<file path="src/rtl/burst_seq_pkg.sv">
package burst_seq_pkg;
  localparam int LEN_W = 3;

  typedef enum logic [2:0] {
    BL_1    = 3'd0,
    BL_2    = 3'd1,
    BL_4    = 3'd2,
    BL_8    = 3'd3,
    BL_PAGE = 3'd7
  } blen_e;

  typedef enum logic [1:0] {
    WCFG_FULL  = 2'd0,
    WCFG_LESS1 = 2'd1,
    WCFG_LESS2 = 2'd2,
    WCFG_RSVD  = 2'd3
  } wcfg_e;
endpackage

</file>
<file path="src/rtl/burst_cfg_decode.sv">
module burst_cfg_decode
  import burst_seq_pkg::*;
#(
  parameter int COL_W = 10
) (
  input  logic [2:0]       len_code,
  input  logic             ilv,
  input  logic [1:0]       width_cfg,
  output logic             legal,
  output logic             is_page,
  output logic [LEN_W-1:0] len_m1,
  output logic [COL_W-1:0] wmask
);
  logic len_ok;

  always_comb begin
    is_page = 1'b0;
    len_m1  = '0;
    len_ok  = 1'b1;
    case (blen_e'(len_code))
      BL_1:    len_m1 = 3'd0;
      BL_2:    len_m1 = 3'd1;
      BL_4:    len_m1 = 3'd3;
      BL_8:    len_m1 = 3'd7;
      BL_PAGE: is_page = 1'b1;
      default: len_ok = 1'b0;
    endcase
    wmask = {COL_W{1'b1}} >> width_cfg;
    legal = len_ok && (wcfg_e'(width_cfg) != WCFG_RSVD) && !(is_page && ilv);
  end
endmodule

</file>
<file path="src/rtl/burst_addr_gen.sv">
module burst_addr_gen
  import burst_seq_pkg::*;
#(
  parameter int COL_W = 10
) (
  input  logic [COL_W-1:0] base,
  input  logic [COL_W-1:0] idx,
  input  logic [LEN_W-1:0] len_m1,
  input  logic             is_page,
  input  logic             ilv,
  input  logic [COL_W-1:0] wmask,
  output logic [COL_W-1:0] addr
);
  logic [COL_W-1:0] bmask;
  logic [COL_W-1:0] seq_sum;
  logic [COL_W-1:0] ilv_mix;

  always_comb begin
    bmask   = {{(COL_W-LEN_W){1'b0}}, len_m1};
    seq_sum = base + idx;
    ilv_mix = base ^ idx;
    if (is_page)
      addr = seq_sum & wmask;
    else
      addr = (base & ~bmask) | ((ilv ? ilv_mix : seq_sum) & bmask);
  end
endmodule

</file>
<file path="src/rtl/burst_beat_ctrl.sv">
module burst_beat_ctrl
  import burst_seq_pkg::*;
#(
  parameter int COL_W = 10
) (
  input  logic             clk,
  input  logic             rst,
  input  logic             start,
  input  logic             legal,
  input  logic             terminate,
  input  logic [COL_W-1:0] new_base,
  input  logic [LEN_W-1:0] new_len_m1,
  input  logic             new_page,
  input  logic             new_ilv,
  input  logic [COL_W-1:0] new_wmask,
  output logic [COL_W-1:0] sel_base,
  output logic [COL_W-1:0] sel_idx,
  output logic [LEN_W-1:0] sel_len_m1,
  output logic             sel_page,
  output logic             sel_ilv,
  output logic [COL_W-1:0] sel_wmask,
  output logic             nxt_valid,
  output logic             cur_valid,
  output logic             cur_last,
  output logic             cur_page,
  output logic [COL_W-1:0] cur_wmask
);
  logic [COL_W-1:0] cur_idx;
  logic [COL_W-1:0] lat_base;
  logic [LEN_W-1:0] lat_len_m1;
  logic             lat_ilv;
  logic             load;
  logic             cont;
  logic             nxt_last;

  always_comb begin
    load = start && legal;
    cont = cur_valid && !cur_last && !terminate;
    if (load) begin
      sel_base   = new_base;
      sel_idx    = '0;
      sel_len_m1 = new_len_m1;
      sel_page   = new_page;
      sel_ilv    = new_ilv;
      sel_wmask  = new_wmask;
      nxt_valid  = 1'b1;
      nxt_last   = !new_page && (new_len_m1 == '0);
    end else begin
      sel_base   = lat_base;
      sel_idx    = cur_idx + 1'b1;
      sel_len_m1 = lat_len_m1;
      sel_page   = cur_page;
      sel_ilv    = lat_ilv;
      sel_wmask  = cur_wmask;
      nxt_valid  = cont;
      nxt_last   = cont && !cur_page &&
                   (sel_idx == {{(COL_W-LEN_W){1'b0}}, lat_len_m1});
    end
  end

  always_ff @(posedge clk) begin
    if (rst) begin
      cur_valid  <= 1'b0;
      cur_last   <= 1'b0;
      cur_idx    <= '0;
      lat_base   <= '0;
      lat_len_m1 <= '0;
      cur_page   <= 1'b0;
      lat_ilv    <= 1'b0;
      cur_wmask  <= '0;
    end else begin
      cur_valid <= nxt_valid;
      cur_last  <= nxt_last;
      if (load || cont) cur_idx <= sel_idx;
      if (load) begin
        lat_base   <= new_base;
        lat_len_m1 <= new_len_m1;
        cur_page   <= new_page;
        lat_ilv    <= new_ilv;
        cur_wmask  <= new_wmask;
      end
    end
  end

  a_r5_last_needs_valid: assert property (@(posedge clk) disable iff (rst)
    cur_last |-> cur_valid);

  a_r5_last_ends_burst: assert property (@(posedge clk) disable iff (rst)
    (cur_valid && cur_last && !(start && legal)) |=> !cur_valid);

  a_r7_terminate_stops: assert property (@(posedge clk) disable iff (rst)
    (cur_valid && terminate && !(start && legal)) |=> !cur_valid);

  a_r5_idx_in_range: assert property (@(posedge clk) disable iff (rst)
    (cur_valid && !cur_page) |-> (cur_idx <= {{(COL_W-LEN_W){1'b0}}, lat_len_m1}));

  a_r6_page_not_last: assert property (@(posedge clk) disable iff (rst)
    (cur_valid && cur_page) |-> !cur_last);
endmodule

</file>
<file path="src/rtl/burst_col_seq.sv">
module burst_col_seq
  import burst_seq_pkg::*;
#(
  parameter int COL_W = 10
) (
  input  logic             clk,
  input  logic             rst,
  input  logic             start,
  input  logic [COL_W-1:0] start_col,
  input  logic [2:0]       len_code,
  input  logic             ilv,
  input  logic [1:0]       width_cfg,
  input  logic             terminate,
  output logic             col_valid,
  output logic [COL_W-1:0] col_addr,
  output logic             col_last,
  output logic             reject
);
  logic             dec_legal;
  logic             dec_page;
  logic [LEN_W-1:0] dec_len_m1;
  logic [COL_W-1:0] dec_wmask;
  logic [COL_W-1:0] new_base;
  logic [COL_W-1:0] sel_base;
  logic [COL_W-1:0] sel_idx;
  logic [LEN_W-1:0] sel_len_m1;
  logic             sel_page;
  logic             sel_ilv;
  logic [COL_W-1:0] sel_wmask;
  logic             nxt_valid;
  logic             cur_page;
  logic [COL_W-1:0] cur_wmask;
  logic [COL_W-1:0] gen_addr;
  logic [COL_W-1:0] addr_q;
  logic             reject_q;

  assign new_base = start_col & dec_wmask;

  burst_cfg_decode #(.COL_W(COL_W)) u_dec (
    .len_code (len_code),
    .ilv      (ilv),
    .width_cfg(width_cfg),
    .legal    (dec_legal),
    .is_page  (dec_page),
    .len_m1   (dec_len_m1),
    .wmask    (dec_wmask)
  );

  burst_beat_ctrl #(.COL_W(COL_W)) u_ctrl (
    .clk       (clk),
    .rst       (rst),
    .start     (start),
    .legal     (dec_legal),
    .terminate (terminate),
    .new_base  (new_base),
    .new_len_m1(dec_len_m1),
    .new_page  (dec_page),
    .new_ilv   (ilv),
    .new_wmask (dec_wmask),
    .sel_base  (sel_base),
    .sel_idx   (sel_idx),
    .sel_len_m1(sel_len_m1),
    .sel_page  (sel_page),
    .sel_ilv   (sel_ilv),
    .sel_wmask (sel_wmask),
    .nxt_valid (nxt_valid),
    .cur_valid (col_valid),
    .cur_last  (col_last),
    .cur_page  (cur_page),
    .cur_wmask (cur_wmask)
  );

  burst_addr_gen #(.COL_W(COL_W)) u_gen (
    .base  (sel_base),
    .idx   (sel_idx),
    .len_m1(sel_len_m1),
    .is_page(sel_page),
    .ilv   (sel_ilv),
    .wmask (sel_wmask),
    .addr  (gen_addr)
  );

  always_ff @(posedge clk) begin
    if (rst) begin
      addr_q   <= '0;
      reject_q <= 1'b0;
    end else begin
      if (nxt_valid) addr_q <= gen_addr;
      reject_q <= start && !dec_legal;
    end
  end

  assign col_addr = addr_q;
  assign reject   = reject_q;

  a_r8_refused_no_burst: assert property (@(posedge clk) disable iff (rst)
    (start && !dec_legal && !col_valid) |=> (!col_valid && reject));

  a_r6_addr_in_width: assert property (@(posedge clk) disable iff (rst)
    col_valid |-> ((col_addr & ~cur_wmask) == '0));

  a_r6_page_step: assert property (@(posedge clk) disable iff (rst)
    (col_valid && cur_page && !terminate && !start) |=>
      (col_valid && col_addr == (($past(col_addr) + 1'b1) & cur_wmask)));

  a_r9_restart_first_beat: assert property (@(posedge clk) disable iff (rst)
    (start && dec_legal) |=> (col_valid && col_addr == $past(new_base)));
endmodule

</file>
<file path="config.mk">
export PLATFORM = sky130hd
export DESIGN_NAME = burst_col_seq
export DESIGN_NICKNAME = d
export VERILOG_FILES = /design/src/rtl/burst_seq_pkg.sv /design/src/rtl/burst_cfg_decode.sv /design/src/rtl/burst_addr_gen.sv /design/src/rtl/burst_beat_ctrl.sv /design/src/rtl/burst_col_seq.sv
export SDC_FILE = /design/constraint.sdc
export NUM_CORES = 1
export LEC_CHECK = 0
export BUFFER_PORTS_ARGS = -buffer_cell sky130_fd_sc_hd__buf_2
export CAP_MARGIN = 0
export CELL_PAD_IN_SITES_DETAIL_PLACEMENT = 0
export CELL_PAD_IN_SITES_GLOBAL_PLACEMENT = 1
export CORE_MARGIN = 3
export CORE_UTILIZATION = 39
export DETAILED_ROUTE_END_ITERATION = 10
export GPL_TIMING_DRIVEN = 0
export PLACE_DENSITY = 0.79
export REMOVE_ABC_BUFFERS = 1
export SLEW_MARGIN = 20
export SYNTH_ARGS = -nofsm -noshare
export SYNTH_HDL_FRONTEND = slang
export SYNTH_SLANG_ARGS = --single-unit
</file>
<file path="constraint.sdc">
create_clock -name clk -period 3.2 [get_ports clk]
set_input_delay 0.32 -clock clk [delete_from_list [all_inputs] [get_ports clk]]
set_output_delay 0.32 -clock clk [all_outputs]
set_load 0.01 [all_outputs]
</file>
# == Word-level counts from Yosys, hierarchy flattened ==
# Cells that the tools add are included.
# op_classes
n_eq_ne,6
addsub,2
shifts,1
n_mux,13
n_reduce_logical,20
n_bitwise,7
# op_table
op,count
10-bit 2-to-1 mux,5
10-bit AND,3
"10-bit by 1-bit adder with 10-bit output, second input constant",1
10-bit adder,1
10-bit by 3-bit AND with 10-bit output,1
10-bit by 3-bit == test with 1-bit output,1
1-bit logical AND,10
3-bit inverter with 10-bit output,1
10-bit bitwise OR,1
"10-bit by 2-bit >> shifter with 10-bit output, first input constant",1
10-bit XOR,1
3-bit one-hot mux with 3 select lines,1
"3-bit by 2-bit == test with 1-bit output, second input constant",2
1-bit zero test,6
3-bit zero test,2
1-bit 2-to-1 mux,6
5-bit OR reduction,1
"3-bit by 1-bit == test with 1-bit output, second input constant",1
"3-bit == test, second input constant",1
3-bit 2-to-1 mux,1
"2-bit inequality test, second input constant",1
1-bit logical OR,1
# word_totals
output_inout_bits,13
reg_bits,48
wordCells,59
input_bits,20

# == Depth between registers and ports, before layout ==
# logic_depth
word_depth,12
mapped_depth,16
mapped_depth_nobuf,14

# == Hierarchy ==
# Synthesis repeated with hierarchy kept, for this count alone.
# unflattened
cells_unflattened,390
area_unflattened_um2,2891.5
# by_module_without_submodules
mod,cells_each,instances,area_each_um2,seq_area_each_um2
burst_beat_ctrl,241,1,1746.7,740.7
burst_addr_gen,86,1,589.3,0.0
burst_col_seq,44,1,442.9,220.2
burst_cfg_decode,19,1,112.6,0.0

# == Worst setup path after synthesis ==
# Ideal clock, no wire load.
# synth_timing
path_type,input to register
startpoint,input port start
endpoint,register addr_q[6] (netlist: col_addr[6])
path_slack_ns,0.139
arrival_ns,2.975
setup_time_ns,0.086
stages,14
path_buffers,2
required_time_ns,3.114
cell_sequence,a21bo_2 > a21oi_4 > buf_4 > clkbuf_1 > nor2_1 > ha_1 > inv_1 > fa_1 > nand2b_1 > a21oi_1 > o21ai_0 > a21oi_1 > or4b_1 > a211oi_1
# synth_between
elab_chain_len,7
word_cells_on_any_way,15
classes_between,add/sub: 1; mux: 8; bitwise: 5; reduce/logical: 1
# synth_lines
item,line_no,rtl
start: declaration,burst_col_seq.sv:8,"input logic start,"
1-bit logical AND (*),burst_beat_ctrl.sv:37,load = start && legal;
10-bit 2-to-1 mux (*),burst_beat_ctrl.sv:39,if (load) begin
via sel_idx[0],burst_col_seq.sv:25,logic [COL_W-1:0] sel_idx;
10-bit adder (*),burst_addr_gen.sv:20,seq_sum = base + idx;
10-bit 2-to-1 mux,burst_addr_gen.sv:25,addr = (base & ~bmask) | ((ilv ? ilv_mix : seq_sum) & bmask);
10-bit by 3-bit AND with 10-bit output,burst_addr_gen.sv:25,
10-bit bitwise OR,burst_addr_gen.sv:25,
10-bit 2-to-1 mux (*),burst_addr_gen.sv:22,if (is_page)
end signal: assignment,burst_col_seq.sv:88,if (nxt_valid) addr_q <= gen_addr;
end: declaration,burst_col_seq.sv:34,logic [COL_W-1:0] addr_q;
# Mark *: on every way through the listed nets, which the timed path passes. The rest lies on a longest branch.
# A chain may end at the register's enable or synchronous reset.

# == Worst setup path after layout ==
# layout_timing
startpoint,register u_ctrl.cur_idx[0]
endpoint,register addr_q[9] (netlist: col_addr[9])
# layout_between
elab_chain_len,7
word_cells_on_any_way,9
classes_between,add/sub: 2; mux: 3; bitwise: 4
# layout_lines
item,line_no,rtl
start: declaration,burst_beat_ctrl.sv:28,logic [COL_W-1:0] cur_idx;
start signal: assignment,burst_beat_ctrl.sv:74,if (load || cont) cur_idx <= sel_idx;
10-bit by 1-bit adder with 10-bit output (*),burst_beat_ctrl.sv:50,sel_idx = cur_idx + 1'b1;
10-bit 2-to-1 mux (*),burst_beat_ctrl.sv:39,
via sel_idx[6],burst_col_seq.sv:25,
10-bit adder (*),burst_addr_gen.sv:20,
10-bit 2-to-1 mux,burst_addr_gen.sv:25,
10-bit by 3-bit AND with 10-bit output,burst_addr_gen.sv:25,
10-bit bitwise OR,burst_addr_gen.sv:25,
10-bit 2-to-1 mux (*),burst_addr_gen.sv:22,
# Marks and branches as above.

==> results.md <==
- Slew @ Worst Pin: 909 ps
- FF/Latch Area: 961 um2
- Hold Vio Cnt, Final: 0
- Hold WS: 283 ps
- Multi-input gate area: 1620 um2
- Core Region: 6530 um2
- Leading cell type in the layout, fill and taps excluded: nor2_1
- PwrDens: 401 nW/um2
- Clk_skew: 8.67 ps
- Die width: 89.3 um
- Max Transition Viols Final: 0
- Gr ovfl total: 0
- Routed via count: 2,387
- Commonest cells after routing, fill and taps aside: nor2_1 (65), dfxtp_1 (48), nand2_1 (33)
- Ant. Diodes: 0
- Die Y-Extent: 89.3 um
- Total GRT Usage: 0.171
- H-tree level count: 2
- Setup ws final: 222 ps
- Rows: 29
- Sequential area share after synthesis: 0.355
- DRC Markers: 0
- Simple-gate area share of the yosys netlist: 0.248
- Post-synth EDFFs: 0
- Leak: 0.00124 uW
- Setup crit end kind: flop
- Largest family of logic cells by synthesized area: simple AND/OR/NAND/NOR gates
- Vias per Instance: 5.40
- Complex-gate fraction of the synthesized area: 0.176
- Pre-antenna DRT Iters: 4
- Status: finished clean
- First-pass GRT wire length: 10,500 um
- DP HPWL: 4460 um
- Final setup TNS: 0 ps
- Post-Syn Area: 2710 um2
- Clk buf depth: 2
- Post-DRT Antenna Nets: 0
- Cells after synthesis: 337
- Mapped Avg Cell Area: 8.04 um2
- Distinct cells, synth: 56
- Fin nets: 395
- Synth Area in XOR/XNOR: 0.0873
- Starting Density: 0.415
- Endpoints failing setup: 0
- Largest net degree at the start of global routing: 40
- Gpl congestion: 0.779
- Post-route cell area: 3010 um2
- Final Cycle Share: 0.930
- Top cells by area, synth: dfxtp_1 (35%), nor2_1 (9.1%), xor2_1 (4.8%), a21oi_1 (4.8%), ha_1 (4.6%)
- Initial antenna violation count: 0
- Clk slew on worst S/H paths: 90 ps
- RSZ-0062 raised after global routing: false
- Number of global-route vias before repair: 2,150
- FILL cells: 668
- Inserted Clock Buffers: 5
- WL per Instance: 14.7 um
- Adder-cell area share of the yosys netlist: 0.0536
- Setup crit start kind: flop
- Drt initial violations: 126
- Max-Cap Viols: 0
- Syn-to-layout area delta: 11.2%
- Slew margin rel.: 0.394
- Main flop type after synthesis: dfxtp_1
- Placed inst area: 2880 um2
- Worst-path maximum fanout: 6
- Register bit total from synthesis: 48
- WL final: 6500 um
- CTS tree: built
- Synth area leader: dfxtp_1
- Worst EP required: 3360 ps
- Layout cell share with drive strength beyond 1: 0.162
- Ys async rst share: 0
- I/O pin count: 33
- Mux cell area share after synthesis: 0.0236
- Post-synth top area share: 0.355
- Die area: 7980 um2
- Peak supply drop: 0.224 mV
- Pre-CTS setup slack: -541 ps
- Min-Delay Path Class: input pin to flop
- Clk_lat worst skew: 300 ps
- CTS Sinks: 48
- Final Power: 1210 uW
- Max Fclk: 336 MHz
- Clk root buf: clkbuf_8
- Fin crit period: 2980 ps
- CP Class: flop to flop
- Port Buffers: 32
- Yosys warns: 0
- CP arrival: 3140 ps
kinds of logic after synthesis:
group / count (synthesis)
DFF: 48
and+or+nand+nor: 143
muxes: 6
buffers and inverters: 29
AOI/OAI and AO/OA: 73
xor gates and xnor gates: 27
adders and majority gates: 11
timing repair:
item / CTS / global route
buffers inserted: 0 / 3
gates cloned: 1 / 0
pin swaps: 0 / 0
hold endpoints to repair: 0 / 0
setup endpoints to repair: 5 / 4
hold buffers: 0 / 0
resized for setup: 0 / 4
cell usage after synthesis, types with 2 or more instances:
| master | n |
|---|---|
| nor2_1 | 66 |
| dfxtp_1 | 48 |
| nand2_1 | 33 |
| a21oi_1 | 26 |
| xor2_1 | 15 |
| inv_1 | 12 |
| o21ai_0 | 12 |
| xnor2_1 | 12 |
| ha_1 | 10 |
| nand3_1 | 8 |
| nor3_1 | 7 |
| clkbuf_1 | 6 |
| a211oi_1 | 5 |
| nand4_1 | 5 |
| nor2b_1 | 5 |
| buf_2 | 4 |
| nand2b_1 | 4 |
| o31ai_1 | 4 |
| a22oi_1 | 3 |
| a31oi_1 | 3 |
| buf_4 | 3 |
| buf_6 | 3 |
| mux2_2 | 3 |
| mux2i_1 | 3 |
| o22ai_1 | 3 |
| and3b_1 | 2 |
| nand3b_1 | 2 |
| o41ai_1 | 2 |
final cells by class:
class	instances	share of cell area
multi-input cells	261	0.539
flip-flops and latches	48	0.319
repair buffers	36	0.0656
well taps	77	0.0320
clock buffers	8	0.0299
inverters	12	0.0150
critical path, stage by stage, from the launching register on:
cell	delay [ps]
dfxtp_1	480
ha_1	310
nand3_1	220
nor2_4	240
xnor2_1	170
nor2_1	70
ha_1	320
a21oi_1	140
o21ai_0	90
a21oi_1	250
o21ai_0	180
xnor2_1	150
a21oi_1	170
nor3_1	60
report_power, final:
part / internal (uW) / total [uW] / switching [uW]
sequential: 626 / 638 / 11.9
clock: 177 / 373 / 197
combinational: 77.1 / 198 / 121
total: 879 / 1210 / 329
routing by layer:
metal	share of wire	global-route usage	vias up
li1	-	-	1217
met1	0.51	0.236	1122
met2	0.45	0.275	46
met3	0.040	0.0350	2
met4	0.0045	0.0392	0
met5	0	0	-
state kept, by name, indices dropped and copies added, names as in the netlist:
signal / flops
u_ctrl.cur_valid: 1
u_ctrl.lat_ilv: 1
u_ctrl.cur_idx: 10
col_addr: 10
u_ctrl.lat_len_m1: 3
reject: 1
u_ctrl.cur_last: 1
u_ctrl.cur_wmask: 10
u_ctrl.lat_base: 10
u_ctrl.cur_page: 1
worst paths after layout:
kind,slack [ps],end,cells after the start,from
worst min register to register,450,col_addr[4],2,col_addr[4]
worst max-delay path,220,col_addr[9],13,u_ctrl.cur_idx[0]
worst max register to register,220,col_addr[9],13,u_ctrl.cur_idx[0]
worst min-delay path,280,u_ctrl.lat_base[3],3,start_col[3]
stage by stage:
step / std cells / utilization
finish: 442 / 0.461
global route: 442 / 0.461
CTS: 439 / 0.456
detailed placement: 430 / 0.440
global placement: 429 / 0.438
floorplan: 320 / -
Note: power is estimated with default switching activity, not from simulation.
